[config.mk]
export PLATFORM = sky130hd
export DESIGN_NAME = reloc_unit
export DESIGN_NICKNAME = d
export VERILOG_FILES = /design/src/rtl/reloc_pkg.sv /design/src/rtl/reloc_regs.sv /design/src/rtl/reloc_xlate.sv /design/src/rtl/reloc_stage.sv /design/src/rtl/reloc_unit.sv
export SDC_FILE = /design/constraint.sdc
export NUM_CORES = 1
export LEC_CHECK = 0
export CORE_UTILIZATION = 35
export DETAILED_ROUTE_END_ITERATION = 12
export GPL_ROUTABILITY_DRIVEN = 0
export GPL_TIMING_DRIVEN = 0
export PLACE_DENSITY = 0.57
export SLEW_MARGIN = 20
export SYNTH_ARGS = -nofsm -noshare
export SYNTH_HDL_FRONTEND = slang
export SYNTH_HIERARCHICAL = 1
export SYNTH_SLANG_ARGS = --single-unit
[constraint.sdc]
create_clock -name clk -period 5.7 [get_ports clk]
set_input_delay 1.425 -clock clk [delete_from_list [all_inputs] [get_ports clk]]
set_output_delay 1.425 -clock clk [all_outputs]
set_load 0.01 [all_outputs]
[src/rtl/reloc_pkg.sv]
package reloc_pkg;

    typedef enum logic {
        SEL_BASE  = 1'b0,
        SEL_LIMIT = 1'b1
    } reg_sel_e;

    typedef enum logic [1:0] {
        XK_MAPPED     = 2'd0,
        XK_ABSOLUTE   = 2'd1,
        XK_OVER_LIMIT = 2'd2,
        XK_CARRY      = 2'd3
    } xlate_kind_e;

    function automatic logic kind_faults(xlate_kind_e k);
        return (k == XK_OVER_LIMIT) || (k == XK_CARRY);
    endfunction

endpackage

[src/rtl/reloc_regs.sv]
module reloc_regs
    import reloc_pkg::*;
#(
    parameter int ADDR_W = 32
) (
    input  logic              clk,
    input  logic              rst,
    input  logic              wr_en,
    input  reg_sel_e          wr_sel,
    input  logic [ADDR_W-1:0] wr_data,
    input  logic              wr_priv,
    output logic [ADDR_W-1:0] base_o,
    output logic [ADDR_W-1:0] limit_o,
    output logic              viol_o
);
    logic wr_ok;
    logic wr_bad;

    assign wr_ok  = wr_en && wr_priv;
    assign wr_bad = wr_en && !wr_priv;

    always_ff @(posedge clk) begin
        if (rst) begin
            base_o  <= '0;
            limit_o <= '0;
            viol_o  <= 1'b0;
        end else begin
            viol_o <= wr_bad;
            if (wr_ok) begin
                if (wr_sel == SEL_BASE) base_o  <= wr_data;
                else                    limit_o <= wr_data;
            end
        end
    end

    // a user-mode write leaves both registers untouched
    p_user_wr_r6: assert property (@(posedge clk) disable iff (rst)
        (wr_en && !wr_priv) |=> ($stable(base_o) && $stable(limit_o)));

    // a violation flag is always caused by a user write one cycle earlier
    p_viol_src_r6: assert property (@(posedge clk) disable iff (rst)
        viol_o |-> $past(wr_en && !wr_priv));

endmodule

[src/rtl/reloc_xlate.sv]
module reloc_xlate
    import reloc_pkg::*;
#(
    parameter int ADDR_W = 32
) (
    input  logic              [ADDR_W-1:0] logical,
    input  logic              [ADDR_W-1:0] base,
    input  logic              [ADDR_W-1:0] limit,
    input  logic                           priv,
    input  logic                           abs_req,
    output logic              [ADDR_W-1:0] phys,
    output xlate_kind_e                    kind
);
    localparam int SUM_W = ADDR_W + 1;

    logic [SUM_W-1:0] sum;
    logic             bypass;

    // one adder, shared by every relocated access
    assign sum    = {1'b0, base} + {1'b0, logical};
    assign bypass = priv && abs_req;

    always_comb begin
        phys = sum[ADDR_W-1:0];
        kind = XK_MAPPED;
        if (bypass) begin
            phys = logical;
            kind = XK_ABSOLUTE;
        end else if (logical >= limit) begin
            kind = XK_OVER_LIMIT;
        end else if (sum[ADDR_W]) begin
            kind = XK_CARRY;
        end
    end

endmodule

[src/rtl/reloc_stage.sv]
module reloc_stage
    import reloc_pkg::*;
#(
    parameter int ADDR_W = 32
) (
    input  logic              clk,
    input  logic              rst,
    input  logic              in_valid,
    output logic              in_ready,
    input  logic [ADDR_W-1:0] in_phys,
    input  xlate_kind_e       in_kind,
    output logic              out_valid,
    input  logic              out_ready,
    output logic [ADDR_W-1:0] out_addr,
    output logic              fault_o
);
    logic take;
    logic bad;

    assign in_ready = !out_valid || out_ready;
    assign take     = in_valid && in_ready;
    assign bad      = kind_faults(in_kind);

    always_ff @(posedge clk) begin
        if (rst) begin
            out_valid <= 1'b0;
            out_addr  <= '0;
            fault_o   <= 1'b0;
        end else begin
            fault_o <= take && bad;
            if (take) begin
                out_valid <= !bad;
                if (!bad) out_addr <= in_phys;
            end else if (out_ready) begin
                out_valid <= 1'b0;
            end
        end
    end

    // a stalled physical request holds still
    p_hold_r9: assert property (@(posedge clk) disable iff (rst)
        (out_valid && !out_ready) |=> (out_valid && $stable(out_addr)));

    // a fault never comes with a memory request
    p_fault_novalid_r3: assert property (@(posedge clk) disable iff (rst)
        fault_o |-> !out_valid);

endmodule

[src/rtl/reloc_unit.sv]
module reloc_unit
    import reloc_pkg::*;
#(
    parameter int ADDR_W = 32
) (
    input  logic              clk,
    input  logic              rst,
    input  logic              req_valid,
    output logic              req_ready,
    input  logic [ADDR_W-1:0] req_addr,
    input  logic              req_priv,
    input  logic              req_abs,
    input  logic              cfg_we,
    input  logic              cfg_sel,
    input  logic [ADDR_W-1:0] cfg_data,
    input  logic              cfg_priv,
    output logic              mem_valid,
    input  logic              mem_ready,
    output logic [ADDR_W-1:0] mem_addr,
    output logic              fault,
    output logic              priv_viol
);
    logic [ADDR_W-1:0] base_q;
    logic [ADDR_W-1:0] limit_q;
    logic [ADDR_W-1:0] phys;
    xlate_kind_e       kind;

    reloc_regs #(.ADDR_W(ADDR_W)) u_regs (
        .clk     (clk),
        .rst     (rst),
        .wr_en   (cfg_we),
        .wr_sel  (reg_sel_e'(cfg_sel)),
        .wr_data (cfg_data),
        .wr_priv (cfg_priv),
        .base_o  (base_q),
        .limit_o (limit_q),
        .viol_o  (priv_viol)
    );

    reloc_xlate #(.ADDR_W(ADDR_W)) u_xlate (
        .logical (req_addr),
        .base    (base_q),
        .limit   (limit_q),
        .priv    (req_priv),
        .abs_req (req_abs),
        .phys    (phys),
        .kind    (kind)
    );

    reloc_stage #(.ADDR_W(ADDR_W)) u_stage (
        .clk       (clk),
        .rst       (rst),
        .in_valid  (req_valid),
        .in_ready  (req_ready),
        .in_phys   (phys),
        .in_kind   (kind),
        .out_valid (mem_valid),
        .out_ready (mem_ready),
        .out_addr  (mem_addr),
        .fault_o   (fault)
    );

    // an access classified as mapped lies below the limit
    p_legal_r3: assert property (@(posedge clk) disable iff (rst)
        (req_valid && req_ready && kind == XK_MAPPED) |-> (req_addr < limit_q));

    // supervisor absolute access passes the logical address straight through
    p_bypass_r7: assert property (@(posedge clk) disable iff (rst)
        (req_valid && req_ready && req_priv && req_abs)
        |=> (mem_valid && !fault && mem_addr == $past(req_addr)));

endmodule

# Yosys cells after proc, flatten, opt, wreduce, memory -nomap -nowiden
# Index checks and enable logic that the tools add are counted.
# word_totals
reg_bits,99
in_bits,73
# op_classes
n_addsub,1
n_lt_le_gt_ge,1
n_eq_ne,2
mux,6
bitwise_logic,2
n_reduce_logical,14
# op_table
operator,n
$add 32x32->33,1
$ge 32x32->1,1
$mux 32,1
$mux 2,3
$reduce_and 2->1,3
$logic_and 1x1->1,5
$eq 2x2->1 const B,2
$logic_not 1->1,3
$logic_or 1x1->1,2
$mux 1,2
$not 1->1,2
$reduce_bool 2->1,1

# Logic depth before layout (Yosys ltp)
# Gate-level depths: netlist of the first run.
# logic_depth
ltp_word,8
ltp_mapped,16
ltp_nobuf,14

# Modules after synthesis
# The synthesis of the first run kept the hierarchy.
# modules_own_cells
module,n_inst,cells_per_inst,area_each_um2,seq_area_each_um2
reloc_xlate,1,462,2997.9,0.0
reloc_regs,1,247,2705.1,1301.2
reloc_stage,1,153,1455.1,680.7

# Least setup slack after synthesis of the first run
# No wires, ideal clock.
# synth_path
path_kind,input to register
startpoint,in req_addr[0]
endpoint,reg u_stage.out_addr[12]
setup_ns,0.070
t_arrival_ns,4.036
required_time_ns,5.630
setup_slack_ns,1.594
cell_stages,16
path_buffers,2
path_cell_list,ha_1 -> inv_1 -> fa_1 -> nor2b_1 -> o31a_1 -> o311ai_1 -> a21oi_1 -> a21oi_1 -> a31oi_1 -> o22ai_1 -> a21oi_1 -> nand2b_4 -> buf_6 -> buf_6 -> or3b_1 -> a21oi_1
# synth_via
elab_chain_len,8
word_cells_on_any_way,11
classes_between,add/sub: 1; order compare: 1; eq/ne: 2; mux: 4; bitwise: 1; reduce/logical: 2
# synth_rtl
element,line_no,rtl
start: declaration,reloc_unit.sv:10,"input logic [ADDR_W-1:0] req_addr,"
$add 32x32->33,reloc_xlate.sv:20,"assign sum = {1'b0, base} + {1'b0, logical};"
$mux 2,reloc_xlate.sv:31,end else if (sum[ADDR_W]) begin
$mux 2 *,reloc_xlate.sv:29,end else if (logical >= limit) begin
$mux 2 *,reloc_xlate.sv:26,if (bypass) begin
net kind[1],reloc_unit.sv:26,xlate_kind_e kind;
$eq 2x2->1,reloc_pkg.sv:16,return (k == XK_OVER_LIMIT) || (k == XK_CARRY);
$logic_or 1x1->1 *,reloc_pkg.sv:16,
$not 1->1 (no source line) *,-,
$reduce_and 2->1 (no source line) *,-,
end signal: assignment,reloc_stage.sv:33,if (!bad) out_addr <= in_phys;
end: declaration,reloc_stage.sv:14,"output logic [ADDR_W-1:0] out_addr,"
# Mark *: on every way through the listed nets, which the timed path passes. The rest lies on a longest branch.
# A chain may end at the register's enable or synchronous reset.

# Worst setup path after layout of the first run
# layout_path
startpoint,in req_addr[0]
endpoint,reg u_stage.out_addr[30]
# The elaborated chain is that of the path after synthesis.

==> impl_metrics.py, run 1 <==
metrics = {
    "outcome": {
        "outcome": "finished clean",
    },
    "sta": {
        "period_minus_slack_ns": 5.217,
        "hold_slack_ns": 0.4752,
        "setup_tns_ns": 0,
        "slew_headroom": 0.4919,
        "slew_viol_final": 0,
        "finalHoldViolations": 0,
        "max_freq_ghz": 0.1917,
        "rsz0062_at_grt": "false",
        "clock_skew_ns": 0.007418,
        "setup_viol_count_final": 0,
        "period_share": 0.9153,
        "worst_pin_slew_ns": 0.7622,
    },
    "setup_path": {
        "path_buf_inv": 4,
        "critPathTopFamily": "compound AO/OA/AOI/OAI gates",
        "crit_chain": "clkdlybuf4s50_1, ha_1, inv_1, fa_1, nor2b_1, o31a_1, o311ai_1, a21oi_1, a21oi_1, a31oi_1, o22ai_1, a21oi_1, nand2b_4, buf_6, clkbuf_1, o21ai_1, a21oi_1",
        "startpoint_type": "input pin",
        "cpPeakStageDelay_ns": 0.55,
        "cpMostUsedCell": "a21oi_1",
        "path_class": "input pin to flop",
        "crit_required_ns": 5.99,
        "cp-end-kind": "flop",
        "cp_slowest_cell": "clkdlybuf4s50_1",
        "cp.arrival_ns": 5.50,
        "path_max_fanout": 10,
    },
    "logic_synthesis": {
        "synth_cells": 860,
        "syn_area_um2": 7144,
        "avgSynthCellArea_um2": 8.307,
        "syn_nets": 998,
        "yosysWarnings": 6,
    },
    "cts": {
        "cts_tree": "built",
        "cts_buffer_depth": 2,
        "clock_latency_ns": 0.36,
        "clock_sinks": 99,
        "holdBufCountCts": 0,
        "cts_made_buffers": 9,
        "clk_pin_slew_ns": 0.07,
        "cts.htree.levels": 3,
        "cts_resized": 0,
        "root_buffer": "clkbuf_16",
        "cts_setup_buffers": 0,
    },
    "floorplanning": {
        "floorplan.initialDensity": 0.3623,
        "num_rows": 51,
        "die-area_um2": 20990,
        "fp.dieW_um": 144.9,
        "fp.coreArea_um2": 19720,
        "dieHeight_um": 144.9,
        "io_pins": 109,
    },
    "drt": {
        "finalWirelength_um": 20250,
        "drt_iter0_drc": 340,
        "dr.pass1.iters": 5,
        "drc": 0,
        "drtAntennaViolNets": 0,
        "viasPerCell": 5.062,
        "vias": 6317,
        "wl_per_cell_um": 16.23,
    },
    "global_route": {
        "overflow": 0,
        "grt.total_usage": 0.2005,
        "grt_pass1_wl_um": 31690,
        "grt_max_degree": 17,
        "grt_pass1_vias": 6011,
        "antenna_found_initial": 0,
    },
    "cells_and_area": {
        "layout-drive-gt1-share": 0.04680,
        "nNetsFinal": 1116,
        "n_fill_cell": 2000,
        "seqCellArea_um2": 1982,
        "antenna_cells": 0,
        "syn_to_final_growth_pct": 23.56,
        "multiInputGateArea_um2": 4686,
    },
    "min_path": {
        "hp-class": "flop to flop",
    },
    "placement": {
        "io_buffers": 107,
        "dp_hpwl_um": 16500,
    },
    "power": {
        "power_density_nw_per_um2": 203.3,
        "power_leakage_nw": 3.563,
        "ir_worst_vdd_mv": 0.1151,
    },
    "flow_run": {
        "cap_viol_max_count": 0,
    },
}
[state kept, by name, indices dropped and copies added, names as in the netlist]
register,count
u_stage/fault_o,1
u_stage/out_addr,32
u_regs/limit_o,32
u_regs/viol_o,1
u_regs/base_o,32
u_stage/out_valid,1
[worst paths after layout]
check,startpoint,endpoint,slack [ns],cells after the start
setup / recovery,req_addr[0],u_stage/out_addr[30],0.48,17
hold / removal,u_regs/limit_o[22],u_regs/limit_o[22],0.48,2
setup reg to reg,u_regs/base_o[0],u_stage/out_addr[30],1.65,16
hold reg to reg,u_regs/limit_o[22],u_regs/limit_o[22],0.48,2
[layout make-up]
class,count,area share
well taps,265,0.03756
plain buffers,48,0.03444
clock buffers,12,0.02792
flip-flops and latches,99,0.2245
inverters,46,0.01956
multi-input cells,667,0.5308
repair buffers,107,0.1213
clock inverters,4,0.003827
[power by group]
group / internal (W) / switching (W)
sequential: 0.000725 / 0.0000195
clock: 0.000313 / 0.000292
combinational: 0.000218 / 0.000227
[layout by cell type (no fill, tap or decap), types with 8 or more instances in the layout]
cell type,instances
clkdlybuf4s50_1,107
dfxtp_1,99
nand2b_1,97
a21oi_1,90
mux2i_1,67
ha_1,64
nand2_1,51
inv_1,45
o21ai_0,40
nor2_1,40
or3b_1,32
clkbuf_1,28
o21ai_1,28
a21o_1,18
nand3_1,16
buf_6,11
xnor2_1,11
nor3_1,10
xor2_1,10
clkbuf_16,9
a211oi_1,8
[metrics by stage]
stage,setup WS (ns),utilization,total power (W),instance area [um2],instances
final,0.4830,0.4477,0.001795,8827,1248
after global routing,0.2604,0.4477,0.001893,8827,1248
after detailed placement,0.1268,0.4335,0.001205,8547,1232
after CTS,0.4824,0.4477,0.001809,8827,1248
after floorplan,1.628,-,0.001027,7144,860
after global placement,0.09598,0.4335,0.001200,8547,1232
[layer usage]
layer | up-vias | part of all wire | track usage
met1 | 2872 | 0.50 | 0.2873
li1 | 3274 | - | -
met2 | 152 | 0.43 | 0.3039
met5 | - | 0 | 0
met4 | 0 | 0.016 | 0.06870
met3 | 19 | 0.055 | 0.02896
[worst reg2reg max path, delay by kind of cell (launching register included)]
kind / cells / cell delay [ns]
compound gates: 9 / 1.95
simple gates: 2 / 0.38
fa+ha+maj: 2 / 0.66
buf+inv: 3 / 0.57
flops: 1 / 0.43
Power figures use the tool's default switching activity.
==> inputs of run 2 (changes only) <==
--- a/config.mk
+++ b/config.mk
@@ -9,7 +9,6 @@
 export DETAILED_ROUTE_END_ITERATION = 12
 export GPL_ROUTABILITY_DRIVEN = 0
 export GPL_TIMING_DRIVEN = 0
-export PLACE_DENSITY = 0.57
 export SLEW_MARGIN = 20
 export SYNTH_ARGS = -nofsm -noshare
 export SYNTH_HDL_FRONTEND = slang
==> impl_metrics.py, run 2 (synthesized netlist as in run 1, its figures left out) <==
metrics = {
    "flow_run": {
        "cap_viol_max_count": 0,
    },
    "global_route": {
        "antenna_found_initial": 0,
        "grt_pass1_wl_um": 31620,
        "grt_pass1_vias": 5875,
        "overflow": 0,
        "grt_max_degree": 18,
        "grt.total_usage": 0.1991,
    },
    "placement": {
        "post-place-ws_ns": 0.1864,
        "io_buffers": 107,
        "dp_hpwl_um": 16280,
    },
    "cts": {
        "cts.htree.levels": 3,
        "cts_tree": "built",
        "clock_sinks": 99,
        "cts_setup_buffers": 0,
        "clk_pin_slew_ns": 0.07,
        "cts_made_buffers": 9,
        "cts_resized": 0,
        "clock_latency_ns": 0.36,
        "holdBufCountCts": 0,
        "root_buffer": "clkbuf_16",
        "cts_buffer_depth": 2,
    },
    "sta": {
        "rsz0062_at_grt": "false",
        "worst_pin_slew_ns": 0.7305,
        "clock_skew_ns": 0.009840,
        "finalHoldViolations": 0,
        "slew_viol_final": 0,
        "period_share": 0.9034,
        "period_minus_slack_ns": 5.149,
        "setup_tns_ns": 0,
        "setup_viol_count_final": 0,
        "max_freq_ghz": 0.1942,
        "setup_slack_ns": 0.5506,
        "slew_headroom": 0.5130,
    },
    "power": {
        "ir_worst_vdd_mv": 0.1162,
        "power_leakage_nw": 3.579,
        "power_density_nw_per_um2": 206.7,
    },
    "drt": {
        "wl_per_cell_um": 16.05,
        "dr.pass1.iters": 7,
        "finalWirelength_um": 20030,
        "vias": 6335,
        "drc": 0,
        "drt_iter0_drc": 336,
        "viasPerCell": 5.076,
        "drtAntennaViolNets": 0,
    },
    "setup_path": {
        "cp.arrival_ns": 5.44,
        "r2r-start": "u_regs/base_o[0]",
        "startpoint": "req_addr[0]",
        "cp-end-kind": "flop",
        "path_max_fanout": 10,
        "r2r_end": "u_stage/out_addr[30]",
        "reg2reg_depth": 16,
        "crit_required_ns": 5.99,
        "path_class": "input pin to flop",
        "startpoint_type": "input pin",
        "reg2reg_slack_ns": 1.72,
    },
    "floorplanning": {
        "num_rows": 51,
        "floorplan.initialDensity": 0.3623,
        "fp.coreArea_um2": 19720,
        "io_pins": 109,
        "dieHeight_um": 144.9,
        "fp.dieW_um": 144.9,
        "die-area_um2": 20990,
    },
    "cells_and_area": {
        "nNetsFinal": 1116,
        "reg_top3": "u_regs/base_o (32), u_regs/limit_o (32), u_stage/out_addr (32)",
        "syn_to_final_growth_pct": 23.85,
        "layout_commonest_cell": "clkdlybuf4s50_1",
        "final_cell_mix": "107 x clkdlybuf4s50_1, 99 x dfxtp_1, 97 x nand2b_1, 90 x a21oi_1, 67 x mux2i_1",
        "layout-drive-gt1-share": 0.04781,
        "antenna_cells": 0,
    },
    "min_path": {
        "hold_end": "u_regs/limit_o[22]",
        "hp-class": "flop to flop",
        "hold_path_startpoint": "u_regs/limit_o[22]",
        "worstHoldPathCells": 2,
    },
    "outcome": {
        "outcome": "finished clean",
    },
}
-- run 2: layer usage --
metal,vias up,GRT usage,wire (um)
met5,-,0,0
met4,0,0.05429,364
met3,22,0.03587,988
met2,163,0.2996,8563
met1,2879,0.2878,10120
li1,3271,-,-
-- run 2: final cells by class --
type	instances	area (um2)
Clock buffer	10	229.0
Sequential cell	99	1982
Fill cell	2008	10870
Inverter	46	172.7
Timing Repair Buffer	107	1071
Buffer	48	304.0
Clock inverter	6	72.57
Multi-Input combinational cell	667	4686
Tap cell	265	331.6
-- run 2: where the power goes --
group / switching (W) / internal [W]
sequential: 0.0000198 / 0.000725
combinational: 0.000225 / 0.000217
clock: 0.000295 / 0.000347
total: 0.000540 / 0.00129
-- run 2: critical path, stage by stage --
cell and delay, ns:
clkdlybuf4s50_1 0.50, ha_1 0.24, inv_1 0.07, fa_1 0.40, nor2b_1 0.17, o31a_1 0.24, o311ai_1 0.16, a21oi_1 0.36
a21oi_1 0.20, a31oi_1 0.23, o22ai_1 0.12, a21oi_1 0.34, nand2b_4 0.21, buf_6 0.14, clkbuf_1 0.36, o21ai_1 0.12
a21oi_1 0.15
-- run 2: metrics by stage --
| stage | instance area (um2) | hold slack (ns) | util | instances | power [W] |
|---|---|---|---|---|---|
| final | 8848 | 0.4737 | 0.4488 | 1248 | 0.001829 |
| after floorplan | 7144 | 0.4481 | - | 860 | 0.001027 |
| after global placement | 8547 | 0.4607 | 0.4335 | 1232 | 0.001198 |
| after global routing | 8848 | 0.4926 | 0.4488 | 1248 | 0.001929 |
| after CTS | 8848 | 0.4792 | 0.4488 | 1248 | 0.001845 |
| after detailed placement | 8547 | 0.4662 | 0.4335 | 1232 | 0.001202 |
-- run 2: worst max-delay path by stage --
stage | to | slack [ns]
final | u_stage/out_addr[30] | 0.55
after global placement | u_stage/out_addr[3] | 0.16
after global routing | u_stage/out_addr[1] | 0.30
after CTS | u_stage/out_addr[31] | 0.56
after detailed placement | u_stage/out_addr[31] | 0.19
after floorplan | u_stage/out_addr[12] | 1.63
